[src/rtl/pst_pkg.sv]
package pst_pkg;

    localparam int DW = 32;
    localparam int BEW = DW / 8;

    localparam logic [3:0] CMD_IO_RD  = 4'b0010;
    localparam logic [3:0] CMD_IO_WR  = 4'b0011;
    localparam logic [3:0] CMD_MEM_RD = 4'b0110;
    localparam logic [3:0] CMD_MEM_WR = 4'b0111;

    typedef enum logic [2:0] {
        ST_IDLE,
        ST_DEC,
        ST_IGN,
        ST_XFER,
        ST_FWAIT,
        ST_FDATA,
        ST_TURN
    } pst_state_e;

    typedef enum logic [1:0] {
        RGN_NONE,
        RGN_CSR,
        RGN_FLASH
    } region_e;

    typedef struct packed {
        logic [DW-1:0] addr;
        logic [3:0]    cmd;
    } bus_txn_t;

    function automatic logic cmd_is_mem(input logic [3:0] cmd);
        return cmd[3:1] == CMD_MEM_RD[3:1];
    endfunction

    function automatic logic cmd_is_io(input logic [3:0] cmd);
        return cmd[3:1] == CMD_IO_RD[3:1];
    endfunction

endpackage

[src/rtl/pst_decode.sv]
module pst_decode
    import pst_pkg::*;
#(
    parameter logic [31:0] CSR_MEM_BASE = 32'hFEB0_0000,
    parameter logic [31:0] CSR_IO_BASE  = 32'h0000_E000,
    parameter int          CSR_AW       = 6,
    parameter logic [31:0] FLASH_BASE   = 32'hFEA0_0000,
    parameter int          FLASH_AW     = 17
) (
    input  bus_txn_t txn,
    output region_e  region,
    output logic     is_wr
);
    logic mem_cmd, io_cmd;
    logic csr_mem_hit, csr_io_hit, flash_hit;

    always_comb begin
        mem_cmd     = cmd_is_mem(txn.cmd);
        io_cmd      = cmd_is_io(txn.cmd);
        csr_mem_hit = mem_cmd && (txn.addr[DW-1:CSR_AW] == CSR_MEM_BASE[DW-1:CSR_AW]);
        csr_io_hit  = io_cmd  && (txn.addr[DW-1:CSR_AW] == CSR_IO_BASE[DW-1:CSR_AW]);
        flash_hit   = mem_cmd && (txn.addr[DW-1:FLASH_AW] == FLASH_BASE[DW-1:FLASH_AW]);
        is_wr       = txn.cmd[0];
        if (csr_mem_hit || csr_io_hit) begin
            region = RGN_CSR;
        end else if (flash_hit) begin
            region = RGN_FLASH;
        end else begin
            region = RGN_NONE;
        end
    end
endmodule

[src/rtl/pst_flash_rd.sv]
module pst_flash_rd
    import pst_pkg::*;
#(
    parameter int FLASH_WAIT = 3
) (
    input  logic          clk,
    input  logic          rst,
    input  logic          start,
    input  logic          active,
    input  logic          fl_ack,
    input  logic [DW-1:0] fl_rdata,
    output logic          fl_req,
    output logic          ready,
    output logic [DW-1:0] data
);
    localparam int CW = $clog2(FLASH_WAIT + 1);

    logic [CW-1:0] wait_cnt;
    logic          got_q;
    logic          min_met;

    always_ff @(posedge clk) begin
        if (rst || start) begin
            wait_cnt <= '0;
            got_q    <= 1'b0;
        end else if (active) begin
            if (wait_cnt != CW'(FLASH_WAIT)) begin
                wait_cnt <= wait_cnt + 1'b1;
            end
            if (fl_ack && !got_q) begin
                got_q <= 1'b1;
            end
        end
    end

    always_ff @(posedge clk) begin
        if (rst) begin
            data <= '0;
        end else if (active && fl_ack && !got_q) begin
            data <= fl_rdata;
        end
    end

    always_comb begin
        min_met = (int'(wait_cnt) + 1) >= FLASH_WAIT;
        fl_req  = active && !got_q;
        ready   = active && min_met && (got_q || fl_ack);
    end
endmodule

[src/rtl/pci_one_phase_target.sv]
module pci_one_phase_target
    import pst_pkg::*;
#(
    parameter logic [31:0] CSR_MEM_BASE = 32'hFEB0_0000,
    parameter logic [31:0] CSR_IO_BASE  = 32'h0000_E000,
    parameter int          CSR_AW       = 6,
    parameter logic [31:0] FLASH_BASE   = 32'hFEA0_0000,
    parameter int          FLASH_AW     = 17,
    parameter int          FLASH_WAIT   = 3
) (
    input  logic                clk,
    input  logic                rst,
    input  logic                frame_n,
    input  logic                irdy_n,
    input  logic [31:0]         ad_in,
    input  logic [3:0]          cbe_n,
    output logic [31:0]         ad_out,
    output logic                ad_oe,
    output logic                devsel_n,
    output logic                trdy_n,
    output logic                stop_n,
    output logic                tgt_oe,
    output logic                csr_wr,
    output logic                csr_rd,
    output logic [CSR_AW-1:0]   csr_off,
    output logic [31:0]         csr_wdata,
    output logic [3:0]          csr_be,
    input  logic [31:0]         csr_rdata,
    output logic                fl_req,
    output logic                fl_wr,
    output logic [FLASH_AW-1:0] fl_addr,
    output logic [31:0]         fl_wdata,
    output logic [3:0]          fl_be,
    input  logic                fl_ack,
    input  logic [31:0]         fl_rdata
);
    pst_state_e st_q, st_d;
    bus_txn_t   txn_q;
    region_e    region;
    logic       is_wr;
    logic       claimed, data_ok, xfer_done;
    logic       fr_start, fr_active, fr_ready;
    logic [DW-1:0] fr_data;

    pst_decode #(
        .CSR_MEM_BASE(CSR_MEM_BASE),
        .CSR_IO_BASE (CSR_IO_BASE),
        .CSR_AW      (CSR_AW),
        .FLASH_BASE  (FLASH_BASE),
        .FLASH_AW    (FLASH_AW)
    ) u_dec (
        .txn   (txn_q),
        .region(region),
        .is_wr (is_wr)
    );

    pst_flash_rd #(
        .FLASH_WAIT(FLASH_WAIT)
    ) u_frd (
        .clk     (clk),
        .rst     (rst),
        .start   (fr_start),
        .active  (fr_active),
        .fl_ack  (fl_ack),
        .fl_rdata(fl_rdata),
        .fl_req  (fl_req),
        .ready   (fr_ready),
        .data    (fr_data)
    );

    always_ff @(posedge clk) begin
        if (rst) begin
            st_q  <= ST_IDLE;
            txn_q <= '0;
        end else begin
            st_q <= st_d;
            if (st_q == ST_IDLE && !frame_n) begin
                txn_q <= '{addr: ad_in, cmd: cbe_n};
            end
        end
    end

    always_comb begin
        st_d = st_q;
        unique case (st_q)
            ST_IDLE:  if (!frame_n) st_d = ST_DEC;
            ST_DEC: begin
                if (region == RGN_NONE) begin
                    st_d = ST_IGN;
                end else if (region == RGN_FLASH && !is_wr) begin
                    st_d = ST_FWAIT;
                end else begin
                    st_d = ST_XFER;
                end
            end
            ST_IGN:   if (frame_n && irdy_n) st_d = ST_IDLE;
            ST_XFER:  if (!irdy_n) st_d = ST_TURN;
            ST_FWAIT: if (fr_ready) st_d = ST_FDATA;
            ST_FDATA: if (!irdy_n) st_d = ST_TURN;
            ST_TURN:  if (frame_n) st_d = ST_IDLE;
            default:  st_d = ST_IDLE;
        endcase
    end

    always_comb begin
        fr_start  = (st_q == ST_DEC) && (st_d == ST_FWAIT);
        fr_active = (st_q == ST_FWAIT);
        claimed   = (st_q == ST_XFER) || (st_q == ST_FWAIT) || (st_q == ST_FDATA);
        data_ok   = (st_q == ST_XFER) || (st_q == ST_FDATA);
        xfer_done = (st_q == ST_XFER) && !irdy_n;

        devsel_n  = !claimed;
        trdy_n    = !data_ok;
        stop_n    = !data_ok;
        tgt_oe    = claimed || (st_q == ST_TURN);

        csr_wr    = xfer_done && (region == RGN_CSR) && is_wr;
        csr_rd    = xfer_done && (region == RGN_CSR) && !is_wr;
        fl_wr     = xfer_done && (region == RGN_FLASH) && is_wr;

        csr_off   = txn_q.addr[CSR_AW-1:0];
        csr_wdata = ad_in;
        csr_be    = ~cbe_n;
        fl_addr   = txn_q.addr[FLASH_AW-1:0];
        fl_wdata  = ad_in;
        fl_be     = ~cbe_n;

        ad_oe     = ((st_q == ST_XFER) && (region == RGN_CSR) && !is_wr) || (st_q == ST_FDATA);
        if (st_q == ST_FDATA) begin
            ad_out = fr_data;
        end else if (ad_oe) begin
            ad_out = csr_rdata;
        end else begin
            ad_out = '0;
        end
    end
endmodule

[config.mk]
export PLATFORM = sky130hd
export DESIGN_NAME = pci_one_phase_target
export DESIGN_NICKNAME = d
export VERILOG_FILES = /design/src/rtl/pst_pkg.sv /design/src/rtl/pst_decode.sv /design/src/rtl/pst_flash_rd.sv /design/src/rtl/pci_one_phase_target.sv
export SDC_FILE = /design/constraint.sdc
export NUM_CORES = 1
export LEC_CHECK = 0
export BUFFER_PORTS_ARGS = -buffer_cell sky130_fd_sc_hd__buf_4
export CAP_MARGIN = 20
export CELL_PAD_IN_SITES_DETAIL_PLACEMENT = 2
export CELL_PAD_IN_SITES_GLOBAL_PLACEMENT = 2
export CORE_UTILIZATION = 23
export DETAILED_ROUTE_END_ITERATION = 10
export GPL_ROUTABILITY_DRIVEN = 0
export PLACE_DENSITY = 0.92
export REMOVE_ABC_BUFFERS = 1
export SYNTH_ARGS = -nofsm -noshare
export SYNTH_HDL_FRONTEND = slang
export SYNTH_HIERARCHICAL = 1
export SYNTH_SLANG_ARGS = --single-unit
[constraint.sdc]
create_clock -name clk -period 3 [get_ports clk]
set_input_delay 0.45 -clock clk [delete_from_list [all_inputs] [get_ports clk]]
set_output_delay 0.45 -clock clk [all_outputs]
set_load 0.005 [all_outputs]
# Word-level counts from Yosys, hierarchy flattened
# Cells that the tools add are included.
[word_totals]
ff_bits = 74
latch_bits = 0
mem_bits_rw = 0
rom_bits = 0
out_inout_bits = 136
wordCells = 77
n_memories = 0
[op_classes]
add_sub_neg = 2
multipliers = 0
div_mod_pow = 0
n_lt_le_gt_ge = 1
eq_ne = 15
shift = 0
muxes = 12
bitwise_logic = 1
n_reduce_logical = 40
[op_table]
columns = ["operator", "n"]
rows = [
  ["32-bit 2-to-1 mux", 2],
  ["32-bit by 3-bit greater-or-equal comparator with 1-bit output, second input constant", 1],
  ["26-bit by 10-bit == test with 1-bit output, second input constant", 1],
  ["26-bit == test, second input constant", 1],
  ["1-bit logical AND", 21],
  ["3-bit 2-to-1 mux", 7],
  ["3-bit one-hot mux with 6 select lines", 1],
  ["15-bit == test, second input constant", 1],
  ["3-bit == test, second input constant", 4],
  ["3-bit by 2-bit == test with 1-bit output, second input constant", 3],
  ["1-bit logical OR", 8],
  ["3-bit by 1-bit == test with 1-bit output, second input constant", 2],
  ["1-bit logical NOT", 6],
  ["2-bit 2-to-1 mux", 2],
  ["4-bit inverter", 1],
  ["2-bit AND reduction", 2],
  ["2-bit by 1-bit adder with 3-bit output, second input constant", 1],
  ["3-bit logical NOT", 1],
  ["2-bit by 1-bit adder with 2-bit output, second input constant", 1],
  ["2-bit by 1-bit == test with 1-bit output, second input constant", 1],
  ["2-bit == test, second input constant", 1],
  ["2-bit logical NOT", 1],
  ["2-bit != test, second input constant", 1],
  ["2-bit OR reduction", 1],
]

# Depth between registers and ports, before layout
# Gate-level depths: netlist (run 1).
[logic_depth]
word_depth = 12
mapped_depth = 8

# By module
# The synthesis (run 1) kept the hierarchy.
[by_module_without_submodules]
columns = ["module", "instances", "cells_each", "area_each_um2", "seq_area_each_um2"]
rows = [
  ["pci_one_phase_target", 1, 337, 2638.8, 780.7],
  ["pst_flash_rd", 1, 156, 1363.8, 700.7],
  ["pst_decode", 1, 19, 132.6, 0.0],
]

# Worst setup path after synthesis (run 1)
# OpenSTA, ideal clock, no wires.
[synth_timing]
path_kind = "reg-to-output"
from = "register txn_q[26] (netlist name)"
to = "output ad_out[10]"
arrival_time_ps = 2064
slack_ps = 486
path_stages_with_launch = 9
path_cell_list = "dfxtp_1 -> or4b_1 -> nor4_2 -> a22oi_1 -> nor2_1 -> nand2b_1 -> nor3_2 -> buf_4 -> a22o_1"
[synth_via]
elab_chain_len = 10
word_cells_on_any_way = 15
[synth_rtl]
columns = ["item", "line", "text"]
rows = [
  ["start, declared", "pci_one_phase_target.sv:38", "bus_txn_t txn_q;"],
  ["start signal, assigned", "pci_one_phase_target.sv:78", "txn_q <= '{addr: ad_in, cmd: cbe_n};"],
  ["26-bit == test / 26-bit by 10-bit == test with 1-bit output (equally long branches)", "pst_decode.sv:20, pst_decode.sv:21", ""],
  ["1-bit logical AND (on tied branches)", "pst_decode.sv:20, pst_decode.sv:21", ""],
  ["1-bit logical OR *", "pst_decode.sv:24", "if (csr_mem_hit || csr_io_hit) begin"],
  ["2-bit 2-to-1 mux *", "pst_decode.sv:24", ""],
  ["named net region[0]", "pci_one_phase_target.sv:39", "region_e region;"],
  ["2-bit by 1-bit == test with 1-bit output *", "pci_one_phase_target.sv:128", "ad_oe = ((st_q == ST_XFER) && (region == RGN_CSR) && !is_wr) || (st_q == ST_FDATA);"],
  ["1-bit logical AND * (2 in a row)", "pci_one_phase_target.sv:128", ""],
  ["1-bit logical OR *", "pci_one_phase_target.sv:128", ""],
  ["32-bit 2-to-1 mux *", "pci_one_phase_target.sv:131", "end else if (ad_oe) begin"],
  ["32-bit 2-to-1 mux *", "pci_one_phase_target.sv:129", "if (st_q == ST_FDATA) begin"],
  ["end, declared", "pci_one_phase_target.sv:17", "output logic [31:0] ad_out,"],
]
# Mark *: on every way through the listed nets, which the timed path passes. The rest lies on a longest branch.

# Worst setup path after layout (run 1)
[layout_timing]
from = "register txn_q[26] (netlist name)"
to = "output ad_oe"
[layout_via]
elab_chain_len = 8
word_cells_on_any_way = 13
[layout_rtl]
columns = ["item", "line", "text"]
rows = [
  ["15-bit == test, or another cell as far along", "pst_decode.sv:22", "flash_hit = mem_cmd && (txn.addr[DW-1:FLASH_AW] == FLASH_BASE[DW-1:FLASH_AW]);"],
  ["1-bit logical AND (on tied branches)", "pst_decode.sv:22, pst_decode.sv:20, pst_decode.sv:21", ""],
  ["2-bit 2-to-1 mux / 1-bit logical OR (equally long branches)", "pst_decode.sv:26, pst_decode.sv:24", ""],
  ["2-bit 2-to-1 mux *", "pst_decode.sv:24", ""],
  ["named net region[1]", "pci_one_phase_target.sv:39", ""],
  ["2-bit by 1-bit == test with 1-bit output *", "pci_one_phase_target.sv:128", ""],
  ["1-bit logical AND * (2 in a row)", "pci_one_phase_target.sv:128", ""],
  ["1-bit logical OR *", "pci_one_phase_target.sv:128", ""],
  ["end, declared", "pci_one_phase_target.sv:18", "output logic ad_oe,"],
]
# Marked as above.

==> results.txt, run 1 <==
Status = complete, no violations
H-tree depth = 3
Slew headroom = 54.73%
Pre-antenna DRT Iters = 4
Final Power = 2.590 mW
Synth-to-layout area growth = 40.94%
Mapped Cells = 512
Hold Path Class = in -> reg
Die area = 0.01852 mm2
Die Span Y = 136.1 um
DR WL/cell = 17.08 um
Leakage power = 2.552 nW
CP arrival = 2.53 ns
Initial antenna violation count = 0
Clock slew at reported path FFs = 0.06 ns
I/O pin count = 241
Post-synthesis sequential area ratio = 35.82%
Port Buffers = 240
Setup Total Neg Slack = 0 ns
Vias/cell = 4.467
Final period util = 99.45%
Max Buffers Root-to-Sink = 2
HPWL Detailed = 11.25 mm
Worst skew pair latency = 0.34 ns
Fmax = 0.3352 GHz
Largest net degree at the start of global routing = 56
Post-route cell area = 0.005828 mm2
Worst hold slack = 0.3665 ns
Max-slew violations = 0
First-pass GRT wire length = 23.00 mm
Ys Warns = 6
Worst setup EP type = output port
Routed via count = 3953
Most common cell after layout, fill and taps aside = buf_4
Crit-path max FO = 8
Critical path class = reg -> out
Placed cell areas = 0.005384 mm2
Syn Area/Cell = 8.077 um2
Startpoint class of the critical path = flip-flop
CTS tree = done
Worst Path Required = 2.55 ns
Peak VDD IR = 0.2778 mV
GRT Total Usage = 16.22%
Layout cell share with drive strength beyond 1 = 46.82%
Placed insts = 861
Core Rows = 48
Post-Syn Area = 0.004135 mm2
CTS Hold Buffers Added = 0
Final-stage net count = 762
Final Setup Violations = 0
Final hold violations = 0
Post-route DRC = 0
Root Buffer = clkbuf_16
Place WS = 0.1735 ns
Post-synth cell types = 46
Vias in the first global route = 4187
Final std cells w/o fill = 885
Total CTS buffers = 9
Chip width = 136.1 um
Max-cap violation count = 0
Transition time of the tightest slew-check pin = 0.6791 ns
Ant diodes = 0
Worst setup margin = 0.01648 ns
Util after Layout = 33.46%
WL final = 15.11 mm
Clk_skew = 0.005023 ns
Period minus WS final = 2.984 ns
First DRT Iteration DRCs = 175
Most frequent cells in the layout = 251 x buf_4, 143 x nand2_1, 73 x dfxtp_1, 52 x a21oi_1, 32 x a22o_1
Register bit total from synthesis = 74
RSZ-0062 raised after global routing = yes
Core area = 0.01742 mm2
Initial Util = 23.74%
Grt total ovfl = 0
Pwr/cell area = 444.3 mW/mm2
Antenna-violating nets left = 0
Num Clock Sinks = 74
## power breakdown
group | switching, mW | leakage (nW) | internal [mW]
Combinational | 0.187 | 1.80 | 0.222
Sequential | 0.0426 | 0.602 | 1.02
Clock | 0.430 | 0.151 | 0.685
Total | 0.659 | 2.55 | 1.93
## metal layers
layer / up-vias / global-route usage (%) / wire [um]
met1: 1926 / 18.92 / 6291
met3: 16 / 3.505 / 591
met4: 0 / 5.123 / 238
met5: - / 0 / 0
li1: 1911 / - / -
met2: 100 / 29.22 / 7991
## cells in the mapped netlist (all sizes together)
cell type  instances  area share [%]
a2111oi            1            0.36
a21o               1            0.18
a21oi             71              10
a22o              32             6.8
a22oi              1            0.18
a31o               1            0.21
a31oi              2            0.30
a32oi              1            0.21
and2               3            0.45
and2b              1            0.21
and3b              2            0.45
buf              119              22
clkbuf             5            0.45
dfxtp             74              36
ha                 2            0.61
inv                6            0.54
nand2            143              13
nand2b             4            0.61
nand3              4            0.48
nand3b             3            0.54
nand4              2            0.30
nand4b             1            0.21
nor2               5            0.45
nor2b              1            0.15
nor3               6            0.85
nor3b              4            0.97
nor4               5             1.3
nor4b              1            0.21
o21ai              2            0.24
o221a              1            0.27
or2                1            0.15
or3b               1            0.21
or4                3            0.54
or4b               1            0.24
xnor2              1            0.21
xor2               1            0.21
## state kept, by name (all words and copies together) (netlist names)
register / flops
txn_q: 19
u_frd/data: 32
fl_addr: 11
u_frd/wait_cnt: 2
st_q: 3
csr_off: 6
u_frd/got_q: 1
## timing repair
action / CTS / global route
buffers inserted: 3 / 4
endpoints found under the hold margin: 0 / 0
cloned: 1 / 1
pin swaps: 0 / 2
resized for setup: 5 / 5
endpoints found under the setup margin: 34 / 34
## area by class of cell
cell class / instances / area [um2]
fillers: 1999 / 11590
repair buffers: 256 / 1979
multi-input cells: 308 / 1757
flip-flops and latches: 74 / 1483
well taps: 225 / 281.5
clock buffers: 11 / 252.7
clock inverters: 5 / 52.55
inverters: 6 / 22.52
## worst max-delay path: stages, from the launching register on
cell and delay (ns):
dfxtp_2 0.32, or4b_4 0.57, nor4_4 0.19, and3b_2 0.25
nand2b_4 0.14, nor3_4 0.04, buf_6 0.14, buf_16 0.14
or2_2 0.28, buf_6 0.12
## cells by family after synthesis
kind of cell | share of synthesized area (%)
AOI/OAI and AO/OA | 19.06
DFF | 35.82
adders and majority gates | 0.6050
xor gates and xnor gates | 0.4237
and+or+nand+nor | 21.30
buffers and inverters | 22.78
## path summary, 6_finish.rpt
check                              start                             end  slack [ns]  depth (start not counted)
max reg2reg       txn_q[26]$_SDFFE_PP0P_  u_frd/wait_cnt[0]$_SDFFE_PP0P_        0.75                          7
min reg2reg  u_frd/data[21]$_SDFFE_PP0P_     u_frd/data[21]$_SDFFE_PP0P_        0.46                          2
max               txn_q[26]$_SDFFE_PP0P_                           ad_oe        0.02                          9
min                          fl_rdata[1]      u_frd/data[1]$_SDFFE_PP0P_        0.37                          3
(Power assumes the default switching activity.)
==> run 2, diff against run 1 <==
--- a/config.mk
+++ b/config.mk
@@ -13,7 +13,6 @@
 export DETAILED_ROUTE_END_ITERATION = 10
 export GPL_ROUTABILITY_DRIVEN = 0
 export PLACE_DENSITY = 0.92
-export REMOVE_ABC_BUFFERS = 1
 export SYNTH_ARGS = -nofsm -noshare
 export SYNTH_HDL_FRONTEND = slang
 export SYNTH_HIERARCHICAL = 1
==> constraint.sdc (replaced) <==
create_clock -name clk -period 2.8 [get_ports clk]
set_input_delay 0.42 -clock clk [delete_from_list [all_inputs] [get_ports clk]]
set_output_delay 0.42 -clock clk [all_outputs]
set_load 0.005 [all_outputs]
==> run 2 against run 1 <==
Net effect:
- the flow now finishes with violations (setup timing)
- sequential power rose by 6%
- first-iteration DRC count is 59% lower
- cell area increased by 0.84%
- die area is the same
- non-clock buffer count grew 7
- via count grew 0.76%
- highest routed layer unchanged
==> results.txt, run 2 (same netlist as run 1, synthesis figures left out) <==
Worst Path Required = 2.38 ns
Hold Path Class = in -> reg
CP max stage cell = or4b_4
First-pass GRT wire length = 22.92 mm
Die Span Y = 136.1 um
Worst skew pair latency = 0.34 ns
Transition time of the tightest slew-check pin = 0.4747 ns
Most common cell after layout, fill and taps aside = buf_4
Port Buffers = 240
Pre-antenna DRT Iters = 4
Status = finished with violations
Chip width = 136.1 um
P_sw = 705.4 uW
Synth-to-layout area growth = 42.12%
WL final = 15.31 mm
Flop pwr share = 39.6%
Critical path's largest stage delay = 0.57 ns
Initial antenna violation count = 0
HP Start = fl_rdata[28]
Slew headroom = 68.36%
I/O pin count = 241
Post-route cell area = 0.005877 mm2
Clk_skew = 0.003396 ns
Grt total ovfl = 0
FILL cells = 2023
Core Rows = 48
Worst reg2reg path depth = 8
Leakage power = 2.585 nW
Mapped Nets = 619
Max reg flops = 32
Violated checks = setup timing
Core area = 0.01742 mm2
Flop-to-flop setup slack = 0.45 ns
Worst setup EP type = output port
Antenna-violating nets left = 0
Worst-path cell chain = or4b_4, nor4_4, a22oi_2, nor2_2, nand2b_4, buf_4, buf_4, nor4_1, buf_4, buf_4
Worst hold slack = 0.3339 ns
Placed cell areas = 0.005472 mm2
Total CTS buffers = 9
H-tree depth = 3
CTS tree = done
Sw Ratio = 24.72%
Vias/cell = 4.465
Pwr/cell area = 485.5 mW/mm2
Fmax = 0.3380 GHz
Max-slew violations = 0
Largest net degree at the start of global routing = 38
Ant diodes = 0
Peak VDD IR = 0.2751 mV
CTS Hold Buffers Added = 0
Most frequent cells in the layout = 257 x buf_4, 143 x nand2_1, 73 x dfxtp_1, 52 x a21oi_1, 32 x a22o_1
Crit-path max FO = 2
Max-cap violation count = 0
RSZ-0062 raised after global routing = yes
Final-stage net count = 769
Num Clock Sinks = 74
DR WL/cell = 17.16 um
Hold path depth = 3
Root Buffer = clkbuf_16
Die area = 0.01852 mm2
Met3 Use GR = 2.312%
Initial Util = 23.74%
Routed via count = 3983
First DRT Iteration DRCs = 72
Period minus WS final = 2.959 ns
P_int = 2.148 mW
Worst path most repeated cell = buf_4
Met2 Usage GRT = 31.13%
Clock Power Share = 44.2%
Critical path class = reg -> out
Post-route DRC = 0
Top Usage Layer GRT = met2
Max Buffers Root-to-Sink = 2
Final Setup Violations = 34
Layout cell share with drive strength beyond 1 = 47.38%
CP arrival = 2.54 ns
Clock slew at reported path FFs = 0.06 ns
Combinational Power Share = 16.1%
Vias in the first global route = 4306
Final period util = 105.7%
M1 GR Usage = 17.81%
Reg2Reg Capture Point = u_frd/wait_cnt[0]$_SDFFE_PP0P_
Final hold violations = 0
RR Startpoint = txn_q[3]$_SDFFE_PP0P_
Worst setup margin = -0.1585 ns
WHS Endpoint = u_frd/data[28]$_SDFFE_PP0P_
Startpoint class of the critical path = flip-flop
HPWL Detailed = 11.64 mm
Top reg by flops = u_frd/data
GRT Total Usage = 16.30%
==> run 2: final cells by class <==
| type | instances | area (um2) | area share, % |
|---|---|---|---|
| inverters | 6 | 22.52 | 0.3832 |
| repair buffers | 263 | 2006 | 34.13 |
| clock inverters | 5 | 77.57 | 1.320 |
| multi-input cells | 308 | 1764 | 30.02 |
| well taps | 225 | 281.5 | 4.790 |
| flip-flops and latches | 74 | 1483 | 25.23 |
| clock buffers | 11 | 242.7 | 4.130 |
==> run 2: timing repair <==
item / in CTS / in global routing
setup endpoints to repair: 34 / 36
pin swaps: 2 / 13
setup buffers: 5 / 1
cloned: 1 / 0
resized for setup: 5 / 10
==> run 2: worst max-delay path by stage <==
stage / from / endpoint / cells after the start
global placement: txn_q[26]$_SDFFE_PP0P_ / ad_out[3] / 9
global route: txn_q[3]$_SDFFE_PP0P_ / ad_out[13] / 9
floorplan: txn_q[26]$_SDFFE_PP0P_ / ad_out[10] / 8
CTS: txn_q[26]$_SDFFE_PP0P_ / ad_out[3] / 10
detailed placement: txn_q[26]$_SDFFE_PP0P_ / ad_out[9] / 9
finish: txn_q[3]$_SDFFE_PP0P_ / csr_rd / 10
==> run 2: power by group through the flow <==
stage / Clock [mW] / Sequential [mW] / Combinational (mW)
final: 1.26 / 1.13 / 0.460
after global routing: 1.34 / 1.14 / 0.504
after CTS: 1.30 / 1.13 / 0.468
after detailed placement: 0 / 1.15 / 0.466
after global placement: 0 / 1.15 / 0.447
after floorplan: 0 / 1.14 / 0.269
==> run 2: metal layers <==
layer / vias up / wire length [um]
met5: - / 0
met4: 0 / 284
met3: 16 / 639
met2: 110 / 8416
met1: 1933 / 5966
li1: 1924 / -
==> run 2: metrics by stage <==
step / util (%) / cells / TNS (ns) / worst slack [ns] / power [mW]
after detailed placement: 31.42 / 871 / -3.989 / -0.2077 / 1.620
final: 33.74 / 892 / -3.602 / -0.1585 / 2.853
after global routing: 33.74 / 892 / -8.667 / -0.3014 / 2.982
after floorplan: - / 512 / 0 / 0.3156 / 1.411
after global placement: 31.42 / 871 / -1.594 / -0.07778 / 1.598
after CTS: 33.76 / 893 / -7.955 / -0.2747 / 2.904
==> run 2: critical path: cells and delay by family (launching register included) <==
kind / cells / cell delay, ns
simple gates: 5 / 1.22
buf+inv: 4 / 0.54
flops: 1 / 0.32
compound gates: 1 / 0.13
